==> config.mk <==
export PLATFORM = sky130hd
export DESIGN_NAME = flash_boot_arbiter
export DESIGN_NICKNAME = d
export VERILOG_FILES = /design/src/rtl/flash_arb_pkg.sv /design/src/rtl/flash_own_ctrl.sv /design/src/rtl/flash_map_engine.sv /design/src/rtl/flash_pin_mux.sv /design/src/rtl/flash_boot_arbiter.sv
export SDC_FILE = /design/constraint.sdc
export NUM_CORES = 1
export LEC_CHECK = 0
export ABC_AREA = 1
export BUFFER_PORTS_ARGS = -buffer_cell sky130_fd_sc_hd__buf_4
export CAP_MARGIN = 0
export CORE_MARGIN = 2
export CORE_UTILIZATION = 58
export CTS_CLUSTER_DIAMETER = 200
export CTS_CLUSTER_SIZE = 30
export DETAILED_ROUTE_END_ITERATION = 7
export PLACE_DENSITY = 0.78
export SYNTH_ARGS = -nofsm -noshare
export SYNTH_HDL_FRONTEND = slang
export SYNTH_SLANG_ARGS = --single-unit
==> constraint.sdc <==
create_clock -name clk -period 2.23 [get_ports clk]
set_input_delay 0.446 -clock clk [delete_from_list [all_inputs] [get_ports clk]]
set_output_delay 0.446 -clock clk [all_outputs]
set_load 0.02 [all_outputs]
==> src/rtl/flash_arb_pkg.sv <==
package flash_arb_pkg;
  typedef enum logic [1:0] {
    ENG_IDLE,
    ENG_CMD,
    ENG_DATA,
    ENG_PUSH
  } eng_state_e;

  localparam logic [7:0] READ_CMD = 8'h03;
endpackage

==> src/rtl/flash_own_ctrl.sv <==
module flash_own_ctrl #(
  parameter int SETTLE = 4
) (
  input  logic clk,
  input  logic rst_n,
  input  logic set_q,
  input  logic set_map,
  output logic mode_q,
  output logic own_q
);
  localparam int CNT_W = (SETTLE < 2) ? 1 : $clog2(SETTLE);

  logic [CNT_W-1:0] gap_cnt;

  always_ff @(posedge clk or negedge rst_n) begin
    if (!rst_n) begin
      mode_q  <= 1'b0;
      own_q   <= 1'b0;
      gap_cnt <= '0;
    end else begin
      if (set_map)    mode_q <= 1'b0;
      else if (set_q) mode_q <= 1'b1;

      if (mode_q != own_q) begin
        if (gap_cnt == CNT_W'(SETTLE - 1)) begin
          own_q   <= mode_q;
          gap_cnt <= '0;
        end else begin
          gap_cnt <= gap_cnt + 1'b1;
        end
      end else begin
        gap_cnt <= '0;
      end
    end
  end
endmodule

==> src/rtl/flash_map_engine.sv <==
module flash_map_engine
  import flash_arb_pkg::*;
#(
  parameter int WIN_BITS = 25,
  parameter int OFF_W    = WIN_BITS + 1,
  parameter int LEN_W    = 6,
  parameter int ADDR_W   = 24
) (
  input  logic             clk,
  input  logic             rst_n,
  input  logic             start_ok,
  input  logic             req_valid,
  output logic             req_ready,
  input  logic [OFF_W-1:0] req_off,
  input  logic [LEN_W-1:0] req_len,
  output logic             rsp_valid,
  input  logic             rsp_ready,
  output logic [7:0]       rsp_data,
  output logic             rsp_err,
  output logic             rsp_last,
  output logic             busy,
  output logic             sck,
  output logic             cs_n,
  output logic             mosi,
  input  logic             miso
);
  localparam int FRAME_W = 8 + ADDR_W;
  localparam int CNT_W   = $clog2(FRAME_W);
  localparam int SUM_W   = OFF_W + 1;
  localparam logic [SUM_W-1:0] WIN_SIZE = SUM_W'(1) << WIN_BITS;

  eng_state_e         st;
  logic [FRAME_W-1:0] frame;
  logic [CNT_W-1:0]   bit_cnt;
  logic [LEN_W-1:0]   left;
  logic [7:0]         rx;
  logic [SUM_W-1:0]   end_off;
  logic               over;
  logic               accept;

  assign end_off   = {1'b0, req_off} + SUM_W'(req_len) + SUM_W'(1);
  assign over      = end_off > WIN_SIZE;
  assign req_ready = start_ok && (st == ENG_IDLE) && !rsp_valid;
  assign accept    = req_valid && req_ready;
  assign busy      = (st != ENG_IDLE);
  assign mosi      = (st == ENG_CMD) ? frame[FRAME_W-1] : 1'b0;

  always_ff @(posedge clk or negedge rst_n) begin
    if (!rst_n) begin
      st        <= ENG_IDLE;
      frame     <= '0;
      bit_cnt   <= '0;
      left      <= '0;
      rx        <= '0;
      sck       <= 1'b0;
      cs_n      <= 1'b1;
      rsp_valid <= 1'b0;
      rsp_data  <= '0;
      rsp_err   <= 1'b0;
      rsp_last  <= 1'b0;
    end else begin
      if (rsp_valid && rsp_ready) rsp_valid <= 1'b0;
      case (st)
        ENG_IDLE: begin
          if (accept) begin
            if (over) begin
              rsp_valid <= 1'b1;
              rsp_err   <= 1'b1;
              rsp_last  <= 1'b1;
              rsp_data  <= '0;
            end else begin
              st      <= ENG_CMD;
              cs_n    <= 1'b0;
              frame   <= {READ_CMD, req_off[ADDR_W-1:0]};
              left    <= req_len;
              bit_cnt <= '0;
              sck     <= 1'b0;
            end
          end
        end
        ENG_CMD: begin
          if (!sck) begin
            sck <= 1'b1;
          end else begin
            sck   <= 1'b0;
            frame <= {frame[FRAME_W-2:0], 1'b0};
            if (bit_cnt == CNT_W'(FRAME_W - 1)) begin
              bit_cnt <= '0;
              st      <= ENG_DATA;
            end else begin
              bit_cnt <= bit_cnt + 1'b1;
            end
          end
        end
        ENG_DATA: begin
          if (!sck) begin
            sck <= 1'b1;
          end else begin
            sck <= 1'b0;
            rx  <= {rx[6:0], miso};
            if (bit_cnt == CNT_W'(7)) begin
              bit_cnt <= '0;
              st      <= ENG_PUSH;
            end else begin
              bit_cnt <= bit_cnt + 1'b1;
            end
          end
        end
        ENG_PUSH: begin
          if (!rsp_valid || rsp_ready) begin
            rsp_valid <= 1'b1;
            rsp_data  <= rx;
            rsp_err   <= 1'b0;
            rsp_last  <= (left == '0);
            if (left == '0) begin
              cs_n <= 1'b1;
              st   <= ENG_IDLE;
            end else begin
              left <= left - 1'b1;
              st   <= ENG_DATA;
            end
          end
        end
        default: st <= ENG_IDLE;
      endcase
    end
  end
endmodule

==> src/rtl/flash_pin_mux.sv <==
module flash_pin_mux (
  input  logic grant,
  input  logic map_en,
  input  logic eng_sck,
  input  logic eng_cs_n,
  input  logic eng_mosi,
  output logic eng_miso,
  input  logic qm_sck,
  input  logic qm_cs_n,
  input  logic qm_mosi,
  output logic qm_miso,
  output logic spi_sck,
  output logic spi_cs_n,
  output logic spi_mosi,
  input  logic spi_miso
);
  always_comb begin
    spi_sck  = 1'b0;
    spi_cs_n = 1'b1;
    spi_mosi = 1'b0;
    if (grant) begin
      spi_sck  = qm_sck;
      spi_cs_n = qm_cs_n;
      spi_mosi = qm_mosi;
    end else if (map_en) begin
      spi_sck  = eng_sck;
      spi_cs_n = eng_cs_n;
      spi_mosi = eng_mosi;
    end
  end

  assign qm_miso  = grant  ? spi_miso : 1'b0;
  assign eng_miso = map_en ? spi_miso : 1'b0;
endmodule

==> src/rtl/flash_boot_arbiter.sv <==
module flash_boot_arbiter #(
  parameter int WIN_BITS = 25,
  parameter int OFF_W    = WIN_BITS + 1,
  parameter int LEN_W    = 6,
  parameter int ADDR_W   = 24,
  parameter int SETTLE   = 4,
  parameter int REG_DW   = 8
) (
  input  logic              clk,
  input  logic              rst_n,
  input  logic              reg_wr_en,
  input  logic              reg_addr,
  input  logic              reg_wr_bit,
  output logic [REG_DW-1:0] reg_rdata,
  input  logic              rd_req_valid,
  output logic              rd_req_ready,
  input  logic [OFF_W-1:0]  rd_req_off,
  input  logic [LEN_W-1:0]  rd_req_len,
  output logic              rd_rsp_valid,
  input  logic              rd_rsp_ready,
  output logic [7:0]        rd_rsp_data,
  output logic              rd_rsp_err,
  output logic              rd_rsp_last,
  output logic              qm_grant,
  input  logic              qm_sck,
  input  logic              qm_cs_n,
  input  logic              qm_mosi,
  output logic              qm_miso,
  output logic              spi_sck,
  output logic              spi_cs_n,
  output logic              spi_mosi,
  input  logic              spi_miso
);
  localparam logic MODE_ADDR = 1'b0;

  logic mode_q, own_q, map_en;
  logic mode_wr, set_q, set_map, start_ok;
  logic eng_busy, eng_sck, eng_cs_n, eng_mosi, eng_miso;

  assign mode_wr  = reg_wr_en && (reg_addr == MODE_ADDR);
  assign set_q    = mode_wr && reg_wr_bit && !eng_busy;
  assign set_map  = mode_wr && !reg_wr_bit;
  assign map_en   = !mode_q && !own_q;
  assign qm_grant = mode_q && own_q;
  assign start_ok = map_en && !mode_wr;

  assign reg_rdata = (reg_addr == MODE_ADDR) ? REG_DW'(mode_q) : REG_DW'(eng_busy);

  flash_own_ctrl #(.SETTLE(SETTLE)) own_i (
    .clk     (clk),
    .rst_n   (rst_n),
    .set_q   (set_q),
    .set_map (set_map),
    .mode_q  (mode_q),
    .own_q   (own_q)
  );

  flash_map_engine #(
    .WIN_BITS (WIN_BITS),
    .OFF_W    (OFF_W),
    .LEN_W    (LEN_W),
    .ADDR_W   (ADDR_W)
  ) eng_i (
    .clk       (clk),
    .rst_n     (rst_n),
    .start_ok  (start_ok),
    .req_valid (rd_req_valid),
    .req_ready (rd_req_ready),
    .req_off   (rd_req_off),
    .req_len   (rd_req_len),
    .rsp_valid (rd_rsp_valid),
    .rsp_ready (rd_rsp_ready),
    .rsp_data  (rd_rsp_data),
    .rsp_err   (rd_rsp_err),
    .rsp_last  (rd_rsp_last),
    .busy      (eng_busy),
    .sck       (eng_sck),
    .cs_n      (eng_cs_n),
    .mosi      (eng_mosi),
    .miso      (eng_miso)
  );

  flash_pin_mux mux_i (
    .grant    (qm_grant),
    .map_en   (map_en),
    .eng_sck  (eng_sck),
    .eng_cs_n (eng_cs_n),
    .eng_mosi (eng_mosi),
    .eng_miso (eng_miso),
    .qm_sck   (qm_sck),
    .qm_cs_n  (qm_cs_n),
    .qm_mosi  (qm_mosi),
    .qm_miso  (qm_miso),
    .spi_sck  (spi_sck),
    .spi_cs_n (spi_cs_n),
    .spi_mosi (spi_mosi),
    .spi_miso (spi_miso)
  );
endmodule

-- Word level (Yosys, flattened, before mapping)
Cells that the tools add are included.
- bits in registers: 70
- logic and storage cells: 135
- equality and inequality tests: 17
- $add $sub $neg: 5
- bitwise gates (word level): 1
- reduce and logical (&&, ||, !) cells: 36
- muxes and demuxes: 61
- $lt $le $gt $ge: 1
- operator list (kind ; count):
    32-bit 2-to-1 mux ; 3
    32-bit one-hot mux with 2 select lines ; 1
    5-bit 2-to-1 mux ; 6
    26-bit by 6-bit adder with 27-bit output ; 1
    27-bit by 1-bit adder with 27-bit output (second input constant) ; 1
    27-bit by 26-bit > comparator with 1-bit output (second input constant) ; 1
    1-bit 2-to-1 mux ; 25
    6-bit 2-to-1 mux ; 4
    8-bit 2-to-1 mux ; 3
    2-bit 2-to-1 mux ; 10
    8-bit one-hot mux with 2 select lines ; 1
    5-bit one-hot mux with 3 select lines ; 1
    5-bit AND reduction ; 3
    2-bit by 1-bit inequality test with 1-bit output (second input constant) ; 7
    6-bit one-hot mux with 2 select lines ; 1
    1-bit logical AND ; 11
    1-bit one-hot mux with 2 select lines ; 5
    2-bit nonzero test ; 5
    2-bit one-hot mux with 4 select lines ; 1
    4-bit AND reduction ; 2
    7-bit AND reduction ; 1
    2-bit == test (second input constant) ; 3
    1-bit logical NOT ; 6
    6-bit logical NOT ; 1
    15 further kinds ; 18

-- Depth between registers and ports, before layout
- depth in word-level cells: 9
- gate-level depth with buffers: 21
- gate-level depth less buffers: 20

-- Hierarchy
From an unflattened synthesis, not the netlist that was laid out.
- cell total of the unflattened synthesis: 755
- area total of the unflattened synthesis: 4943.5 um^2
- by module, submodules not included (module ; cells an instance ; times used ; sequential area each (um^2) ; area each (um^2)):
    flash_map_engine ; 696 ; 1 ; 1652.8 ; 4594.4
    flash_own_ctrl ; 18 ; 1 ; 100.1 ; 165.2
    flash_boot_arbiter ; 25 ; 1 ; 0.0 ; 121.4
    flash_pin_mux ; 16 ; 1 ; 0.0 ; 62.6

-- Worst setup path after synthesis
OpenSTA, ideal clock, no wires.
- kind: input -> register
- start point: input rd_req_off[0]
- end point: register eng_i.rsp_err
- stages on the path: 20
- setup slack: -0.485 ns
- data arrival time: 2.598 ns
- setup time: 0.117 ns
- data required time: 2.113 ns
- path through: inv_1 ha_1 fa_1 nand3b_1 nand2_1 nand2_1 nand2_2 nand2_1 o21ai_1 nand2_1 nor2_1 nand2_1 nor2_1 nand2_1 nand2_2 buf_6 nand2_2 buf_4 nand3_1 nand2_1
- longest elaborated chain between the ends: 5
- RTL lines (element ; line ; source):
    from (decl) ; flash_boot_arbiter.sv:17 ; input logic [OFF_W-1:0] rd_req_off,
    26-bit by 6-bit adder with 27-bit output ; flash_map_engine.sv:41 ; assign end_off = {1'b0, req_off} + SUM_W'(req_len) + SUM_W'(1);
    27-bit by 1-bit adder with 27-bit output ; flash_map_engine.sv:41 ;
    27-bit by 26-bit > comparator with 1-bit output ; flash_map_engine.sv:42 ; assign over = end_off > WIN_SIZE;
    2-bit by 1-bit inequality test with 1-bit output (no line) ; n/a ;
    4-bit AND reduction (no line) ; n/a ;
    to (signal assigned) ; flash_map_engine.sv:59 ; rsp_err <= 1'b0;
    to (signal assigned) ; flash_map_engine.sv:68 ; rsp_err <= 1'b1;
    to (signal assigned) ; flash_map_engine.sv:113 ; rsp_err <= 1'b0;
    to (decl) ; flash_map_engine.sv:19 ; output logic rsp_err,
No other way between the ends.
A chain may end at the register's enable or synchronous reset.

-- Final worst setup path
- start point: input rd_req_len[0]
- end point: register eng_i.rsp_data[1]
- longest elaborated chain between the ends: 5
- RTL lines (element ; line ; source):
    from (decl) ; flash_boot_arbiter.sv:18 ; input logic [LEN_W-1:0] rd_req_len,
    26-bit by 6-bit adder with 27-bit output ; flash_map_engine.sv:41 ;
    27-bit by 1-bit adder with 27-bit output ; flash_map_engine.sv:41 ;
    27-bit by 26-bit > comparator with 1-bit output ; flash_map_engine.sv:42 ;
    2-bit by 1-bit inequality test with 1-bit output (no line) ; n/a ;
    4-bit AND reduction (no line) ; n/a ;
    to (signal assigned) ; flash_map_engine.sv:112 ; rsp_data <= rx;
    to (decl) ; flash_map_engine.sv:18 ; output logic [7:0] rsp_data,
No other way between the ends.

==> results.ini <==
[outcome]
outcome = finished, violations left
violations = negative setup slack

[finish]
final_area_sq_mm = 0.00664
fill_cells = 578
final_cell_mix = 273 x nand2_1, 145 x buf_4, 74 x inv_1
drive_gt1_share_pct = 27.4
syn_to_final_growth_pct = 35.2
seqCellArea_sq_mm = 0.00175
fin_nets = 942
multi_input_area_sq_mm = 0.00290
n_antenna_cell = 0
final_common_cell = nand2_1

[global_routing]
grtUsageMet1_pct = 40.5
grt_pass1_vias = 5152
antenna_found_initial = 0
grt_use_total_pct = 32.7
grt_pass1_wl_microns = 23700
grt_max_degree = 43
overflow = 0
top_usage_layer = met2
met3_usage_pct = 5.56
grt_use_met2_pct = 55.8

[critical_path]
setup.worst_path.start = rd_req_len[0]
start_kind = primary input
worstSetupEndpointType = flop
rrSetupSlack_ns = -0.07
endpoint = eng_i.rsp_data[1]
r2r_end = eng_i.st[0]
ff2ff_path_depth = 13
setup.worst_path.class = in2reg
worstReg2RegStart = eng_i.st[1]
cp.arrival_ns = 2.84
critical_path.max_fanout = 8
crit_required_ns = 2.47

[detailed_routing]
wirelength_microns = 14500
first_iter_violations = 394
vias_per_cell = 5.41
firstDrtPassIters = 5
ant_nets = 0
wire_per_inst_microns = 14.7
drcViolationCount = 0
via_count = 5362

[sta]
clock_skew_ns = 0.0139
fmax_mhz = 385
setup_viol = 58
layout_setup_ws_ns = -0.368
fin_crit_sh_pct = 117
min_period_ns = 2.60
drv_slew = 0
finalHoldViolCount = 0
rsz0062_at_grt = yes

[clock_network]
cts_htree_levels = 3
clk_latency_ns = 0.35
clk_path_buf_depth = 2
clk_pin_slew_ns = 0.08
cts_buffers = 9
cts_sinks = 70
clockRootBuffer = clkbuf_8
cts_tree = built

[logic_synthesis]
synth_area_sq_mm = 0.00491
synth.distinct_cells = 38
yosysSeqAreaShare_pct = 35.7
netlist_instances = 739
synth_seq_cells = 70
yosys.area.top_type_share_pct = 35.2
ys_top_cells_by_area = dfrtp_1 35%, nand2_1 22%, nand4_1 6.0%, inv_1 5.8%, nand3_1 5.6%
yosys.area.top_type = dfrtp_1
avgSynthCellArea_sq_um = 6.65
yosysWarnings = 0

[place]
place_ws_ns = -0.855
dp_hpwl_microns = 10700
numPortBuffers = 60
place_area_sq_mm = 0.00618
finalWeightedCongestion = 0.963

[min_path]
holdCritPathClass = in2async

[floorplanning]
start_util_pct = 59.8
dieArea_sq_mm = 0.00922
core_sq_mm = 0.00822
rows = 33
ioPinCount = 68
die_h_microns = 96.0
die-width_microns = 96.0

[power]
powerDensity_mw_per_mm2 = 1070
leakagePower_nw = 3.66
ir_drop_uv = 635
power_w = 0.00709

[run]
maxCapViolCount = 0

synth_stat cells (all sizes together):
library cell,n
nand2,295
inv,87
dfrtp,69
nand3,57
nand4,47
nor2,46
o21ai,41
buf,18
ha,17
clkbuf,14
nor3,11
a21oi,10
xor2,5
mux2i,4
or2,3
clkinv,2
nand3b,2
xnor2,2
a22oi,1
a31oi,1
conb,1
dfstp,1
fa,1
nor3b,1
o211ai,1
o22a,1
or3,1
what timing repair did:
action | 4_1_cts | 5_1_grt
setup endpoints to repair | 59 | 59
gates resized for setup | 16 | 29
setup buffers | 5 | 3
hold buffers | 0 | 0
pin swaps | 16 | 21
per-layer routing:
| layer | share of wire, % | vias up |
|---|---|---|
| met5 | 0 | - |
| met2 | 50 | 167 |
| li1 | - | 2637 |
| met3 | 5.0 | 46 |
| met1 | 42 | 2512 |
| met4 | 3.1 | 0 |
logic make-up after synthesis:
logic type,after synthesis,share of synthesized area (%)
buffers and inverters,121,10.4
adders and majority gates,18,4.74
AOI/OAI and AO/OA,55,5.96
muxes,4,0.815
DFF,70,35.7
other,1,0.0763
xor gates and xnor gates,7,1.25
and+or+nand+nor,463,41.1
power breakdown:
group | total [W] | switching (W) | internal [W]
logic | 0.00384 | 0.00234 | 0.00150
clock network | 0.00119 | 0.000549 | 0.000639
registers | 0.00206 | 0.000322 | 0.00174
total | 0.00709 | 0.00321 | 0.00388
worst max-delay path, stage by stage:
cell and delay (ns):
buf_12 0.09, inv_12 0.03, ha_4 0.15, fa_2 0.35, nand3b_1 0.20, nand2_2 0.17
nand2_2 0.10, nand2_4 0.09, nand2_2 0.07, xor2_1 0.16, nand4_1 0.18, nor2_4 0.13
nand2_2 0.08, nand2_4 0.13, buf_12 0.14, nand2_8 0.06, buf_12 0.15, nand3_2 0.05
nand2_1 0.05
worst min path at each step:
stage | end | slack [ns]
after detailed placement | eng_i.left[3] | 0.39
after floorplan | eng_i.bit_cnt[0] | 0.15
final | eng_i.left[3] | 0.004
after global routing | eng_i.left[3] | 0.03
after CTS | eng_i.left[3] | 0.01
after global placement | eng_i.left[3] | 0.38
final cells by class:
class,count,area share (%)
inverter,89,5.33
clock buffer,10,1.92
tap,105,1.98
sequential,70,26.4
clock inverter,6,1.41
multi-input combinational,554,43.7
timing repair buffer,157,19.3
stage by stage:
| stage | std cells | hold slack (ns) | setup TNS (ns) | utilization (%) |
|---|---|---|---|---|
| 3_3_place_gp | 968 | 0.380 | -42.03 | 75.3 |
| 5_1_grt | 991 | 0.0262 | -27.30 | 80.8 |
| 4_1_cts | 988 | 0.0143 | -16.44 | 79.1 |
| 2_1_floorplan | 745 | 0.150 | -17.57 | - |
| 6_report | 991 | 0.00402 | -18.00 | 80.8 |
| 3_5_place_dp | 968 | 0.387 | -45.25 | 75.3 |
state kept, by name (all words and copies together), names as in the netlist:
signal           flops
eng_i.bit_cnt        5
eng_i.cs_n           1
eng_i.frame         32
eng_i.left           6
eng_i.rsp_data       8
eng_i.rsp_err        1
eng_i.rsp_last       1
eng_i.rsp_valid      1
eng_i.rx             8
eng_i.sck            1
eng_i.st             2
own_i.gap_cnt        2
own_i.mode_q         1
own_i.own_q          1
No activity file was read; power rests on OpenSTA's default activity.
